**config.mk**
```make
export PLATFORM = sky130hd
export DESIGN_NAME = cfg_serial_rx
export DESIGN_NICKNAME = d
export VERILOG_FILES = /design/src/rtl/cfg_rx_pkg.sv /design/src/rtl/bus_sampler.sv /design/src/rtl/frame_ctrl.sv /design/src/rtl/cfg_regs.sv /design/src/rtl/cfg_serial_rx.sv
export SDC_FILE = /design/constraint.sdc
export NUM_CORES = 1
export LEC_CHECK = 0
export BUFFER_PORTS_ARGS = -buffer_cell sky130_fd_sc_hd__buf_2
export CORE_AREA = 2 2 107 109
export CTS_CLUSTER_SIZE = 16
export DETAILED_ROUTE_END_ITERATION = 6
export DIE_AREA = 0 0 109 111
export PLACE_DENSITY_LB_ADDON = 0.2
export SLEW_MARGIN = 20
export SYNTH_ARGS = -nofsm -noshare
export SYNTH_HDL_FRONTEND = slang
export SYNTH_SLANG_ARGS = --single-unit
```
**constraint.sdc**
```tcl
create_clock -name clk_i -period 2.8 [get_ports clk_i]
set_input_delay 0.28 -clock clk_i [delete_from_list [all_inputs] [get_ports clk_i]]
set_output_delay 0.28 -clock clk_i [all_outputs]
set_load 0.02 [all_outputs]
```
**src/rtl/cfg_rx_pkg.sv**
```systemverilog
package cfg_rx_pkg;
  typedef enum logic [2:0] {
    ST_IDLE,
    ST_RECV,
    ST_ACK_WAIT,
    ST_ACK_DRV,
    ST_SKIP
  } rx_state_e;
endpackage

```
**src/rtl/bus_sampler.sv**
```systemverilog
module bus_sampler #(
  parameter int SYNC_STAGES = 2
) (
  input  logic clk_i,
  input  logic rst_ni,
  input  logic scl_i,
  input  logic sda_i,
  output logic sda_o,
  output logic scl_rise_o,
  output logic scl_fall_o,
  output logic start_o,
  output logic stop_o
);
  logic [SYNC_STAGES-1:0] scl_sync, sda_sync;
  logic scl_q, sda_q, scl_s, sda_s;

  always_ff @(posedge clk_i or negedge rst_ni) begin
    if (!rst_ni) begin
      scl_sync <= '1;
      sda_sync <= '1;
      scl_q    <= 1'b1;
      sda_q    <= 1'b1;
    end else begin
      scl_sync <= {scl_sync[SYNC_STAGES-2:0], scl_i};
      sda_sync <= {sda_sync[SYNC_STAGES-2:0], sda_i};
      scl_q    <= scl_sync[SYNC_STAGES-1];
      sda_q    <= sda_sync[SYNC_STAGES-1];
    end
  end

  assign scl_s      = scl_sync[SYNC_STAGES-1];
  assign sda_s      = sda_sync[SYNC_STAGES-1];
  assign sda_o      = sda_s;
  assign scl_rise_o = scl_s & ~scl_q;
  assign scl_fall_o = ~scl_s & scl_q;
  // data edges while clock stays high
  assign start_o    = scl_s & scl_q & sda_q & ~sda_s;
  assign stop_o     = scl_s & scl_q & ~sda_q & sda_s;
endmodule

```
**src/rtl/frame_ctrl.sv**
```systemverilog
module frame_ctrl
  import cfg_rx_pkg::*;
#(
  parameter logic [7:0] SLAVE_ADDR = 8'hD2,
  parameter int NUM_DATA  = 8,
  parameter int HDR_BYTES = 2,
  parameter int IDX_W     = 4
) (
  input  logic             clk_i,
  input  logic             rst_ni,
  input  logic             sda_i,
  input  logic             scl_rise_i,
  input  logic             scl_fall_i,
  input  logic             start_i,
  input  logic             stop_i,
  output logic             sda_oe_o,
  output logic             wr_en_o,
  output logic [IDX_W-1:0] wr_idx_o,
  output logic [7:0]       wr_data_o
);
  localparam int FIRST_DATA = HDR_BYTES + 1;
  localparam int LAST_DATA  = HDR_BYTES + NUM_DATA;
  localparam int OVER_IDX   = LAST_DATA + 1;

  rx_state_e        state_q;
  logic [2:0]       bit_cnt_q;
  logic [6:0]       shreg_q;
  logic [IDX_W-1:0] byte_idx_q;
  logic [7:0]       byte_full;
  logic             last_bit;

  assign byte_full = {shreg_q, sda_i};
  assign last_bit  = (state_q == ST_RECV) && scl_rise_i && (bit_cnt_q == 3'd7);

  always_ff @(posedge clk_i or negedge rst_ni) begin
    if (!rst_ni) begin
      state_q    <= ST_IDLE;
      bit_cnt_q  <= '0;
      shreg_q    <= '0;
      byte_idx_q <= '0;
      sda_oe_o   <= 1'b0;
    end else if (start_i) begin
      state_q    <= ST_RECV;
      bit_cnt_q  <= '0;
      byte_idx_q <= '0;
      sda_oe_o   <= 1'b0;
    end else if (stop_i) begin
      state_q  <= ST_IDLE;
      sda_oe_o <= 1'b0;
    end else begin
      unique case (state_q)
        ST_RECV: if (scl_rise_i) begin
          shreg_q   <= byte_full[6:0];
          bit_cnt_q <= bit_cnt_q + 3'd1;
          if (bit_cnt_q == 3'd7) begin
            if (byte_idx_q == '0 && byte_full != SLAVE_ADDR) state_q <= ST_SKIP;
            else state_q <= ST_ACK_WAIT;
            if (byte_idx_q != IDX_W'(OVER_IDX)) byte_idx_q <= byte_idx_q + 1'b1;
          end
        end
        ST_ACK_WAIT: if (scl_fall_i) begin
          sda_oe_o <= 1'b1;
          state_q  <= ST_ACK_DRV;
        end
        ST_ACK_DRV: if (scl_fall_i) begin
          sda_oe_o  <= 1'b0;
          bit_cnt_q <= '0;
          state_q   <= ST_RECV;
        end
        default: ;
      endcase
    end
  end

  assign wr_en_o   = last_bit && (byte_idx_q >= IDX_W'(FIRST_DATA))
                              && (byte_idx_q <= IDX_W'(LAST_DATA));
  assign wr_idx_o  = byte_idx_q - IDX_W'(FIRST_DATA);
  assign wr_data_o = byte_full;
endmodule

```
**src/rtl/cfg_regs.sv**
```systemverilog
module cfg_regs #(
  parameter int NUM_DATA = 8,
  parameter int IDX_W    = 4,
  parameter logic [NUM_DATA*8-1:0] CFG_INIT = '0
) (
  input  logic                  clk_i,
  input  logic                  rst_ni,
  input  logic                  wr_en_i,
  input  logic [IDX_W-1:0]      wr_idx_i,
  input  logic [7:0]            wr_data_i,
  output logic [NUM_DATA*8-1:0] cfg_o
);
  for (genvar i = 0; i < NUM_DATA; i++) begin : g_byte
    logic [7:0] byte_q;
    always_ff @(posedge clk_i or negedge rst_ni) begin
      if (!rst_ni) byte_q <= CFG_INIT[8*i +: 8];
      else if (wr_en_i && wr_idx_i == IDX_W'(i)) byte_q <= wr_data_i;
    end
    assign cfg_o[8*i +: 8] = byte_q;
  end
endmodule

```
**src/rtl/cfg_serial_rx.sv**
```systemverilog
module cfg_serial_rx #(
  parameter logic [7:0] SLAVE_ADDR = 8'hD2,
  parameter int NUM_DATA    = 8,
  parameter int HDR_BYTES   = 2,
  parameter int SYNC_STAGES = 2,
  parameter logic [NUM_DATA*8-1:0] CFG_INIT = '0
) (
  input  logic                  clk_i,
  input  logic                  rst_ni,
  input  logic                  scl_i,
  input  logic                  sda_i,
  output logic                  sda_oe_o,
  output logic [NUM_DATA*8-1:0] cfg_o,
  output logic [1:0]            ss_mode_o
);
  localparam int IDX_W = $clog2(HDR_BYTES + NUM_DATA + 2);

  logic sda_s, scl_rise, scl_fall, start, stop;
  logic             wr_en;
  logic [IDX_W-1:0] wr_idx;
  logic [7:0]       wr_data;

  bus_sampler #(.SYNC_STAGES(SYNC_STAGES)) u_sampler (
    .clk_i, .rst_ni, .scl_i, .sda_i,
    .sda_o(sda_s), .scl_rise_o(scl_rise), .scl_fall_o(scl_fall),
    .start_o(start), .stop_o(stop)
  );

  frame_ctrl #(
    .SLAVE_ADDR(SLAVE_ADDR), .NUM_DATA(NUM_DATA),
    .HDR_BYTES(HDR_BYTES), .IDX_W(IDX_W)
  ) u_ctrl (
    .clk_i, .rst_ni, .sda_i(sda_s),
    .scl_rise_i(scl_rise), .scl_fall_i(scl_fall),
    .start_i(start), .stop_i(stop),
    .sda_oe_o, .wr_en_o(wr_en), .wr_idx_o(wr_idx), .wr_data_o(wr_data)
  );

  cfg_regs #(.NUM_DATA(NUM_DATA), .IDX_W(IDX_W), .CFG_INIT(CFG_INIT)) u_regs (
    .clk_i, .rst_ni, .wr_en_i(wr_en), .wr_idx_i(wr_idx), .wr_data_i(wr_data), .cfg_o
  );

  assign ss_mode_o = cfg_o[1:0];
endmodule

```
==> run_results.csv, run 1 <==
group,metric,value,unit
timing,hold_viol_final,0,
logic_synthesis,ys_ff_latch,88,
floorplan,rows,39,
logic_synthesis,yosysSeqAreaShare,0.574,
logic_synthesis,yosysTopAreaCellShare,0.534,
floorplan,fp.dieW,109,um
timing,fin_ws,0.479,ns
critical_path,start_kind,"flop",
clock_tree,cts.htree.levels,3,
logic_synthesis,syn_inst,256,
logic_synthesis,ys_top_cells_by_area,"dfrtp_1 (53%), mux2_2 (21%), o2111ai_4 (5.5%), dfstp_2 (4.1%), ha_1 (2.6%)",
timing,tightest_slew,0.592,ns
floorplan,design.core.area,11100,sq um
finish,syn_to_final_growth,20.8,%
timing,rsz0062_at_grt,"no",
clock_tree,cts_hold_buffers,1,
job,maxCapViolations,0,
clock_tree,ctsRootBufferMaster,"clkbuf_16",
clock_tree,clockBufferDepth,2,
global_routing,grt_usage,0.147,
timing,whs,0.0477,ns
timing,min_period,2.32,ns
logic_synthesis,yosys_warnings,0,
critical_path,path_class,"flop to flop",
min_path,min_path_type,"input pin to flop",
logic_synthesis,syn_area_per_cell,15.0,sq um
global_routing,grt_max_degree,53,
timing,skew,0.00303,ns
clock_tree,numCtsBuffers,9,
timing,fin_tns_setup,0,ns
floorplan,start_util,0.347,
clock_tree,clk_pin_slew_worst_paths,0.06,ns
critical_path,cp.required,3.01,ns
logic_synthesis,yosys.area.top_type,"dfrtp_1",
route,ant_nets,0,
critical_path,worst-r2r-setup-slack,0.48,ns
timing,slew_headroom,0.606,
floorplan,ioPinCount,71,
clock_tree,post_cts_resized,0,
logic_synthesis,synth.cell_area,3850,sq um
clock_tree,tritoncts,"built",
critical_path,endpoint_kind,"flop",
logic_synthesis,synth_nets,268,
global_routing,antenna_found_initial,0,
floorplan,die_y,111,um
clock_tree,clk_latency,0.33,ns
route,num_vias,2274,
timing,fmax,0.431,GHz
placed_design,place_ws,0.476,ns
pwr,leakage,2.40,nW
outcome,outcome,"completed",
route,drcViolationCount,0,
finish,seq_area,2210,sq um
finish,fillers,1018,
clock_tree,postCtsSetupBuffers,0,
critical_path,worst-path-max-fanout,9,
logic_synthesis,ys_types,39,
global_routing,first_global_vias,2436,
route,totalWireLength,8.17,mm
finish,finalNetCount,342,
critical_path,cp.arrival,2.53,ns
timing,maxSlewViolCount,0,
global_routing,grt.overflow.total,0,
global_routing,grt_pass1_wl,13.3,mm
finish,antennaDiodeCount,0,
route,drtIter0Drc,105,
route,routedWlPerCell,17.2,um
timing,fin_crit_sh,0.829,
finish,layout_commonest_cell,"dfrtp_1",
finish,final_cell_mix,"dfrtp_1 (82), mux2_2 (72), buf_2 (69), clkbuf_16 (9)",
placed_design,dp_hpwl,5.53,mm
finish,fin_util,0.420,
route,via_per_inst,4.79,
route,first_pass_iters,4,
clock_tree,clock_sinks,88,
placed_design,globalplace.congestion,0.774,
timing,setup_violations,0,
finish,drive_gt1_frac,0.539,
placed_design,port_buffers,70,
floorplan,die_area,12100,sq um
pwr,ir_drop,267,uV
finish,multi_input_area,1550,sq um
pwr,p_per_area,614,nW/um^2
## final timing paths
check / endpoint / from / cells after the start
max in group asynchronous: u_regs.g_byte[6].byte_q[2] / rst_ni / 3
max reg2reg: u_regs.g_byte[6].byte_q[2] / u_ctrl.byte_idx_q[0] / 6
min in group asynchronous: u_regs.g_byte[0].byte_q[1] / rst_ni / 2
min: u_sampler.sda_sync[0] / sda_i / 1
max: u_regs.g_byte[6].byte_q[2] / u_ctrl.byte_idx_q[0] / 6
min reg2reg: u_sampler.sda_sync[1] / u_sampler.sda_sync[0] / 0
## layout make-up
type                    instances  area share
flip-flops and latches         88       0.475
multi-input cells             150       0.334
repair buffers                 76      0.0889
clock buffers                  12      0.0530
well taps                     143      0.0385
clock inverters                 1     0.00646
inverters                       5     0.00404
## critical path: stages, from the launching register on
cell,delay [ns]
dfrtp_1,0.47
inv_1,0.15
ha_1,0.29
nor2b_1,0.11
o22ai_4,0.48
o2111ai_4,0.35
mux2_2,0.36
## sequential cells by signal (all words and copies together) (netlist names)
register	flops
u_regs.g_byte.byte_q	64
u_ctrl.shreg_q	7
u_ctrl.byte_idx_q	4
u_ctrl.bit_cnt_q	3
u_ctrl.state_q	3
u_sampler.scl_sync	2
u_sampler.sda_sync	2
u_ctrl.sda_oe_o	1
u_sampler.scl_q	1
u_sampler.sda_q	1
## metrics by stage
stage               power, mW  instances  instance area, sq um
floorplan                1.60        256                  3850
global placement         1.75        461                  4360
detailed placement       1.75        461                  4360
CTS                      2.90        475                  4650
global route             2.99        475                  4650
finish                   2.85        475                  4650
## synth_stat cells
master / instances
dfrtp_1: 82
mux2_2: 72
clkbuf_1: 8
ha_1: 8
o2111ai_4: 8
nand2_1: 7
dfstp_2: 6
nor2_1: 6
inv_1: 5
nand2b_1: 5
nor2b_1: 5
o21ai_0: 5
a21oi_1: 3
and2_1: 3
buf_4: 3
nand3_1: 3
a32o_1: 2
nand3b_1: 2
nor4b_1: 2
xor2_1: 2
a21bo_2: 1
a21boi_2: 1
a21o_1: 1
a21oi_2: 1
a22o_1: 1
a31o_2: 1
a41o_1: 1
and3_1: 1
buf_1: 1
buf_6: 1
mux2i_1: 1
nand4_1: 1
nor3b_1: 1
nor4b_4: 1
o211a_1: 1
o211ai_1: 1
o221a_2: 1
o22ai_1: 1
o22ai_4: 1
## report_power, final
group          switching (mW)  internal [mW]  leakage [nW]
logic                  0.0719         0.0942          1.08
registers               0.208           1.34          1.19
clock network           0.435          0.701         0.135
total                   0.714           2.14          2.40
## per-layer routing
layer | global-route usage | vias to the layer above | part of all wire
met5 | 0 | - | 0
met3 | 0.0241 | 10 | 0.031
met2 | 0.229 | 41 | 0.48
met4 | 0.0658 | 0 | 0.019
li1 | - | 1067 | -
met1 | 0.199 | 1156 | 0.47
## cell families (layout without fill, tap and decap cells)
group	after synthesis	count (layout)	synth area share
DFF	88	88	0.574
muxes	73	73	0.213
and+or+nand+nor	37	37	0.0576
AOI/OAI and AO/OA	30	30	0.101
buffers and inverters	18	94	0.0224
adders and majority gates	8	8	0.0260
xor gates and xnor gates	2	2	0.00456
No activity file was read; power rests on OpenSTA's default activity.
==> inputs of run 2 (changes only) <==
==> constraint.sdc (replaced) <==
create_clock -name clk_i -period 2.3 [get_ports clk_i]
set_input_delay 0.23 -clock clk_i [delete_from_list [all_inputs] [get_ports clk_i]]
set_output_delay 0.23 -clock clk_i [all_outputs]
set_load 0.02 [all_outputs]
==> run 2 against run 1 <==
Flip-flop and latch count unchanged. Sequential share of layout area down 1.1 points. Hold slack better by 0.31 ns. Clock power up 20%. Register-to-register slack worse by 0.35 ns. Routed wire length up 2.4%. Combinational power up 130%. Sequential power up 14%. Maximum frequency up 7.1%.
==> run_results.csv, run 2 (same netlist as run 1, synthesis figures left out) <==
group,metric,value,unit
outcome,outcome,"completed",
timing,maxSlewViolCount,0,
timing,rsz0062_at_grt,"no",
pwr,leakage,2.46,nW
critical_path,crit_path_max_incr_delay,0.48,ns
critical_path,worst-r2r-setup-slack,0.13,ns
timing,tightest_slew,0.729,ns
placed_design,place_ws,-0.0598,ns
timing,fin_ws,0.134,ns
finish,final_cell_mix,"dfrtp_1 (82), mux2_2 (72), buf_2 (69), buf_4 (13), clkbuf_16 (9)",
critical_path,r2r_start,"u_ctrl.byte_idx_q[0]",
finish,drive_gt1_frac,0.561,
pwr,p_per_area,737,nW/um^2
placed_design,dpl.cell_count,469,
global_routing,grt_pass1_wl,13.4,mm
placed_design,dpl_cell_area,4420,sq um
min_path,whs_path_depth,0,
floorplan,design.core.area,11100,sq um
job,maxCapViolations,0,
min_path,hold_path_startpoint,"u_sampler.sda_sync[0]",
route,totalWireLength,8.37,mm
route,drtIter0Drc,50,
critical_path,cp.required,2.51,ns
critical_path,ff2ff_path_depth,5,
global_routing,grt_max_degree,62,
finish,stdcell_area,4760,sq um
critical_path,path_class,"flop to flop",
floorplan,die_area,12100,sq um
clock_tree,ctsRootBufferMaster,"clkbuf_16",
critical_path,cp-startpoint,"u_ctrl.byte_idx_q[0]",
clock_tree,clockBufferDepth,2,
finish,finalNetCount,353,
placed_design,dp_hpwl,5.73,mm
finish,layout_commonest_cell,"dfrtp_1",
timing,fin_crit_sh,0.942,
clock_tree,clk_latency,0.33,ns
finish,largest_reg_flops,64,
route,ant_nets,0,
route,wirelength_met1,3.78,mm
timing,fmax,0.462,GHz
global_routing,antenna_found_initial,0,
critical_path,critPathBufInv,0,
finish,fin_util,0.429,
clock_tree,clock_sinks,88,
critical_path,cp.arrival,2.38,ns
clock_tree,numCtsBuffers,9,
global_routing,grt_usage,0.146,
critical_path,worst-path-max-fanout,8,
critical_path,crit_slowest_cell,"a21boi_2",
route,top_layer,"met4",
critical_path,reg2reg_to,"u_regs.g_byte[7].byte_q[2]",
global_routing,grt.overflow.total,0,
floorplan,die_y,111,um
clock_tree,tritoncts,"built",
finish,final_cells,489,
floorplan,fp.dieW,109,um
placed_design,port_buffers,70,
critical_path,cp_top_family,"compound AO/OA/AOI/OAI gates",
placed_design,globalplace.congestion,0.766,
clock_tree,cts.htree.levels,3,
floorplan,rows,39,
timing,skew,0.00871,ns
route,routedWlPerCell,17.1,um
route,first_pass_iters,4,
finish,largest_register,"u_regs.g_byte.byte_q",
critical_path,start_kind,"flop",
clock_tree,clk_pin_slew_worst_paths,0.07,ns
finish,antennaDiodeCount,0,
pwr,ir_drop,436,uV
critical_path,endpoint_kind,"flop",
route,num_vias,2367,
critical_path,path_cells,"ha_1 > nor2_1 > a21boi_2 > o2111ai_4 > mux2_2",
timing,fin_tns_setup,0,ns
route,via_per_inst,4.84,
timing,min_period,2.17,ns
min_path,min_path_type,"flop to flop",
timing,hold_viol_final,0,
finish,syn_to_final_growth,23.7,%
pwr,finalPower,3.50,mW
floorplan,start_util,0.347,
timing,setup_violations,0,
route,met3WireLength,281,um
finish,reg_top3,"u_regs.g_byte.byte_q x64, u_ctrl.shreg_q x7, u_ctrl.byte_idx_q x4",
timing,whs,0.356,ns
route,drcViolationCount,0,
route,wl_met2,4.20,mm
global_routing,first_global_vias,2458,
min_path,whs_endpoint,"u_sampler.sda_sync[1]",
finish,fillers,1032,
timing,slew_headroom,0.512,
floorplan,ioPinCount,71,
-- run 2: layout make-up --
cell class	count	area, sq um	area share
repair buffers	87	513	0.108
inverters	5	18.8	0.00395
flip-flops and latches	88	2210	0.464
clock buffers	11	243	0.0510
multi-input cells	150	1550	0.327
clock inverters	5	40.0	0.00842
well taps	143	179	0.0376
-- run 2: worst max path at each step --
stage / to / slack [ns] / cells after the start
global route: u_regs.g_byte[6].byte_q[2] / 0.01 / 5
finish: u_regs.g_byte[7].byte_q[2] / 0.13 / 5
detailed placement: u_regs.g_byte[7].byte_q[4] / -0.06 / 6
floorplan: u_regs.g_byte[0].byte_q[0] / 0.23 / 6
CTS: u_regs.g_byte[0].byte_q[0] / 0.02 / 5
global placement: u_regs.g_byte[6].byte_q[6] / -0.03 / 6
-- run 2: what timing repair did --
action / in CTS / in global routing
hold buffers: 3 / 0
buffers inserted: 0 / 1
hold endpoints to repair: 23 / 0
pin swaps: 0 / 1
gates resized for setup: 1 / 1
endpoints found under the setup margin: 64 / 32
-- run 2: routing by layer --
metal	GRT usage	up-vias
li1	-	1094
met1	0.192	1222
met4	0.0496	0
met5	0	-
met2	0.236	43
met3	0.0323	8
-- run 2: report_power, final --
group          switching (mW)  total (mW)  internal, mW
logic                   0.216       0.376         0.160
clock network           0.603        1.37         0.768
registers               0.121        1.76          1.64
==> inputs of run 3 (changes only) <==
--- a/config.mk
+++ b/config.mk
@@ -5,11 +5,12 @@
 export SDC_FILE = /design/constraint.sdc
 export NUM_CORES = 1
 export LEC_CHECK = 0
+export ABC_AREA = 1
 export BUFFER_PORTS_ARGS = -buffer_cell sky130_fd_sc_hd__buf_2
-export CORE_AREA = 2 2 107 109
+export CORE_AREA = 2 2 108 110
 export CTS_CLUSTER_SIZE = 16
 export DETAILED_ROUTE_END_ITERATION = 6
-export DIE_AREA = 0 0 109 111
+export DIE_AREA = 0 0 110 112
 export PLACE_DENSITY_LB_ADDON = 0.2
 export SLEW_MARGIN = 20
 export SYNTH_ARGS = -nofsm -noshare
==> run 3 against run 2 <==
Utilization decreased by 0.43 points. Maximum frequency increased by 11%. Routed wire length increased by 12%.
==> run_results.csv, run 3 <==
group,metric,value,unit
outcome,outcome,"completed",
floorplan,ioPinCount,71,
finish,stdcell_area,4750,sq um
global_routing,antenna_found_initial,0,
global_routing,grt_pass1_wl,15.7,mm
timing,maxSlewViolCount,0,
route,totalWireLength,9.36,mm
job,maxCapViolations,0,
timing,min_period,1.96,ns
floorplan,die_y,112,um
placed_design,port_buffers,70,
route,routedWlPerCell,13.7,um
route,drtIter0Drc,203,
clock_tree,clock_sinks,88,
finish,multi_input_area,1500,sq um
min_path,whs_path_depth,0,
clock_tree,numCtsBuffers,9,
finish,seq_area,2210,sq um
finish,largest_reg_flops,64,
placed_design,dpl_cell_area,4420,sq um
placed_design,globalplace.congestion,0.807,
timing,hold_viol_final,0,
pwr,finalPower,3.29,mW
logic_synthesis,async_flop_share,1.00,
global_routing,grt.overflow.total,0,
clock_tree,post_cts_resized,0,
floorplan,die_area,12300,sq um
finish,antennaDiodeCount,0,
finish,fin_util,0.425,
logic_synthesis,syn_inst,463,
min_path,min_path_type,"flop to flop",
timing,tightest_slew,0.571,ns
critical_path,cp.required,2.53,ns
critical_path,worst-r2r-setup-slack,0.34,ns
floorplan,start_util,0.349,
finish,reg_top3,"u_regs.g_byte.byte_q x64, u_ctrl.shreg_q x7, u_ctrl.byte_idx_q x4",
critical_path,cp.arrival,2.18,ns
timing,fin_crit_sh,0.851,
logic_synthesis,synth_nets,475,
critical_path,start_kind,"flop",
timing,skew,0.0147,ns
critical_path,cp-startpoint,"u_ctrl.bit_cnt_q[0]",
finish,fillers,1148,
clock_tree,ctsRootBufferMaster,"clkbuf_16",
floorplan,design.core.area,11200,sq um
finish,finalNetCount,547,
critical_path,reg2reg_to,"u_regs.g_byte[1].byte_q[4]",
route,via_per_inst,4.75,
logic_synthesis,yosysTopAreaCellShare,0.526,
min_path,whs_endpoint,"u_sampler.sda_sync[1]",
clock_tree,cts.htree.levels,3,
logic_synthesis,yosysMostFrequentCell,"nand2_1",
timing,slew_headroom,0.619,
route,first_pass_iters,4,
global_routing,grt_usage,0.163,
finish,syn_to_final_growth,21.7,%
route,ant_nets,0,
global_routing,first_global_vias,3152,
logic_synthesis,synthTopCellsByCount,"nand2_1 (184), dfrtp_1 (82), nand3_1 (76), inv_1 (22), nor2_1 (19)",
finish,drive_gt1_frac,0.228,
logic_synthesis,ys_ff_latch,88,
logic_synthesis,syn_area_per_cell,8.43,sq um
timing,whs,0.357,ns
timing,fmax,0.511,GHz
critical_path,path_class,"flop to flop",
timing,setup_violations,0,
clock_tree,clk_latency,0.35,ns
critical_path,ff2ff_path_depth,10,
placed_design,dpl.cell_count,664,
finish,final_cell_mix,"nand2_1 (184), dfrtp_1 (82), nand3_1 (76), buf_2 (69), inv_1 (22)",
route,num_vias,3241,
clock_tree,tritoncts,"built",
route,drcViolationCount,0,
critical_path,worst-path-max-fanout,35,
clock_tree,clk_pin_slew_worst_paths,0.06,ns
pwr,p_per_area,692,nW/um^2
logic_synthesis,ys_types,25,
floorplan,fp.dieW,110,um
pwr,ir_drop,381,uV
logic_synthesis,yosys.area.top_type,"dfrtp_1",
timing,fin_ws,0.344,ns
logic_synthesis,yosys_warnings,0,
placed_design,place_ws,0.355,ns
logic_synthesis,ys_top_cells_by_area,"dfrtp_1 (53%), nand2_1 (18%), nand3_1 (9.7%), dfstp_2 (4.0%), ha_1 (2.6%)",
global_routing,grt_max_degree,39,
finish,final_cells,683,
timing,rsz0062_at_grt,"no",
critical_path,endpoint_kind,"flop",
floorplan,rows,39,
clock_tree,clockBufferDepth,2,
finish,layout_commonest_cell,"nand2_1",
logic_synthesis,synth-edff-count,0,
timing,fin_tns_setup,0,ns
min_path,hold_path_startpoint,"u_sampler.sda_sync[0]",
finish,largest_register,"u_regs.g_byte.byte_q",
logic_synthesis,yosysSeqAreaShare,0.566,
placed_design,dp_hpwl,6.55,mm
pwr,leakage,2.73,nW
logic_synthesis,synth_top_flop_cell,"dfrtp_1",
critical_path,r2r_start,"u_ctrl.bit_cnt_q[0]",
logic_synthesis,synth.cell_area,3900,sq um
## run 3: changes by cell type in the layout (fill, tap and decap cells not counted), sizes merged, moves of 7 or more
cell / before / now
o2111ai: 8 / 0
inv: 6 / 28
nand3: 3 / 77
buf: 84 / 76
nor2: 6 / 28
mux2: 72 / 0
nand2: 7 / 192
o21ai: 5 / 12
## run 3: layout make-up
class / instances / area share
sequential: 88 / 0.465
clock buffer: 10 / 0.0503
clock inverter: 6 / 0.0140
multi-input combinational: 330 / 0.316
timing repair buffer: 79 / 0.0953
tap: 143 / 0.0377
inverter: 27 / 0.0213
## run 3: how the worst max path moves through the flow
stage                                 endpoint  slack [ns]  depth (start not counted)
floorplan           u_regs.g_byte[0].byte_q[0]        0.64                          9
global placement    u_regs.g_byte[2].byte_q[0]        0.39                         10
detailed placement  u_regs.g_byte[2].byte_q[2]        0.36                         10
CTS                 u_regs.g_byte[2].byte_q[2]        0.34                         10
global route        u_regs.g_byte[0].byte_q[7]        0.07                          9
finish              u_regs.g_byte[1].byte_q[4]        0.34                         10
## run 3: logic make-up (layout without fill, tap and decap cells)
group           after synthesis  count (layout)  share of synthesized area
buf+inv                      45             122                     0.0490
fa+ha+maj                     8               8                     0.0256
simple gates                303             303                      0.333
xor+xnor                      1               1                    0.00224
compound gates               18              18                     0.0240
flops                        88              88                      0.566
## run 3: critical path: stages, from the launching register on
cell and delay (ns):
dfrtp_1 0.37, ha_1 0.16, ha_1 0.13, nand3_1 0.12, inv_2 0.08, nand3_1 0.13
nor2_4 0.15, buf_4 0.35, nand2_2 0.18, nand2_1 0.10, nand2_1 0.06
## run 3: routing by layer
layer | track usage | routed length (um)
met1 | 0.224 | 4430
met2 | 0.254 | 4330
met3 | 0.0287 | 429
met4 | 0.0624 | 172
met5 | 0 | 0
## run 3: timing repair
item | in CTS | in global routing
setup buffers | 0 | 0
endpoints found under the hold margin | 38 | 0
hold buffers | 3 | 0
endpoints found under the setup margin | 0 | 0
## run 3: report_power, final
| group | switching (mW) | total [mW] | internal [mW] |
|---|---|---|---|
| Combinational | 0.112 | 0.161 | 0.0489 |
| Clock | 0.631 | 1.50 | 0.873 |
| Sequential | 0.0380 | 1.62 | 1.58 |
| Total | 0.781 | 3.29 | 2.51 |
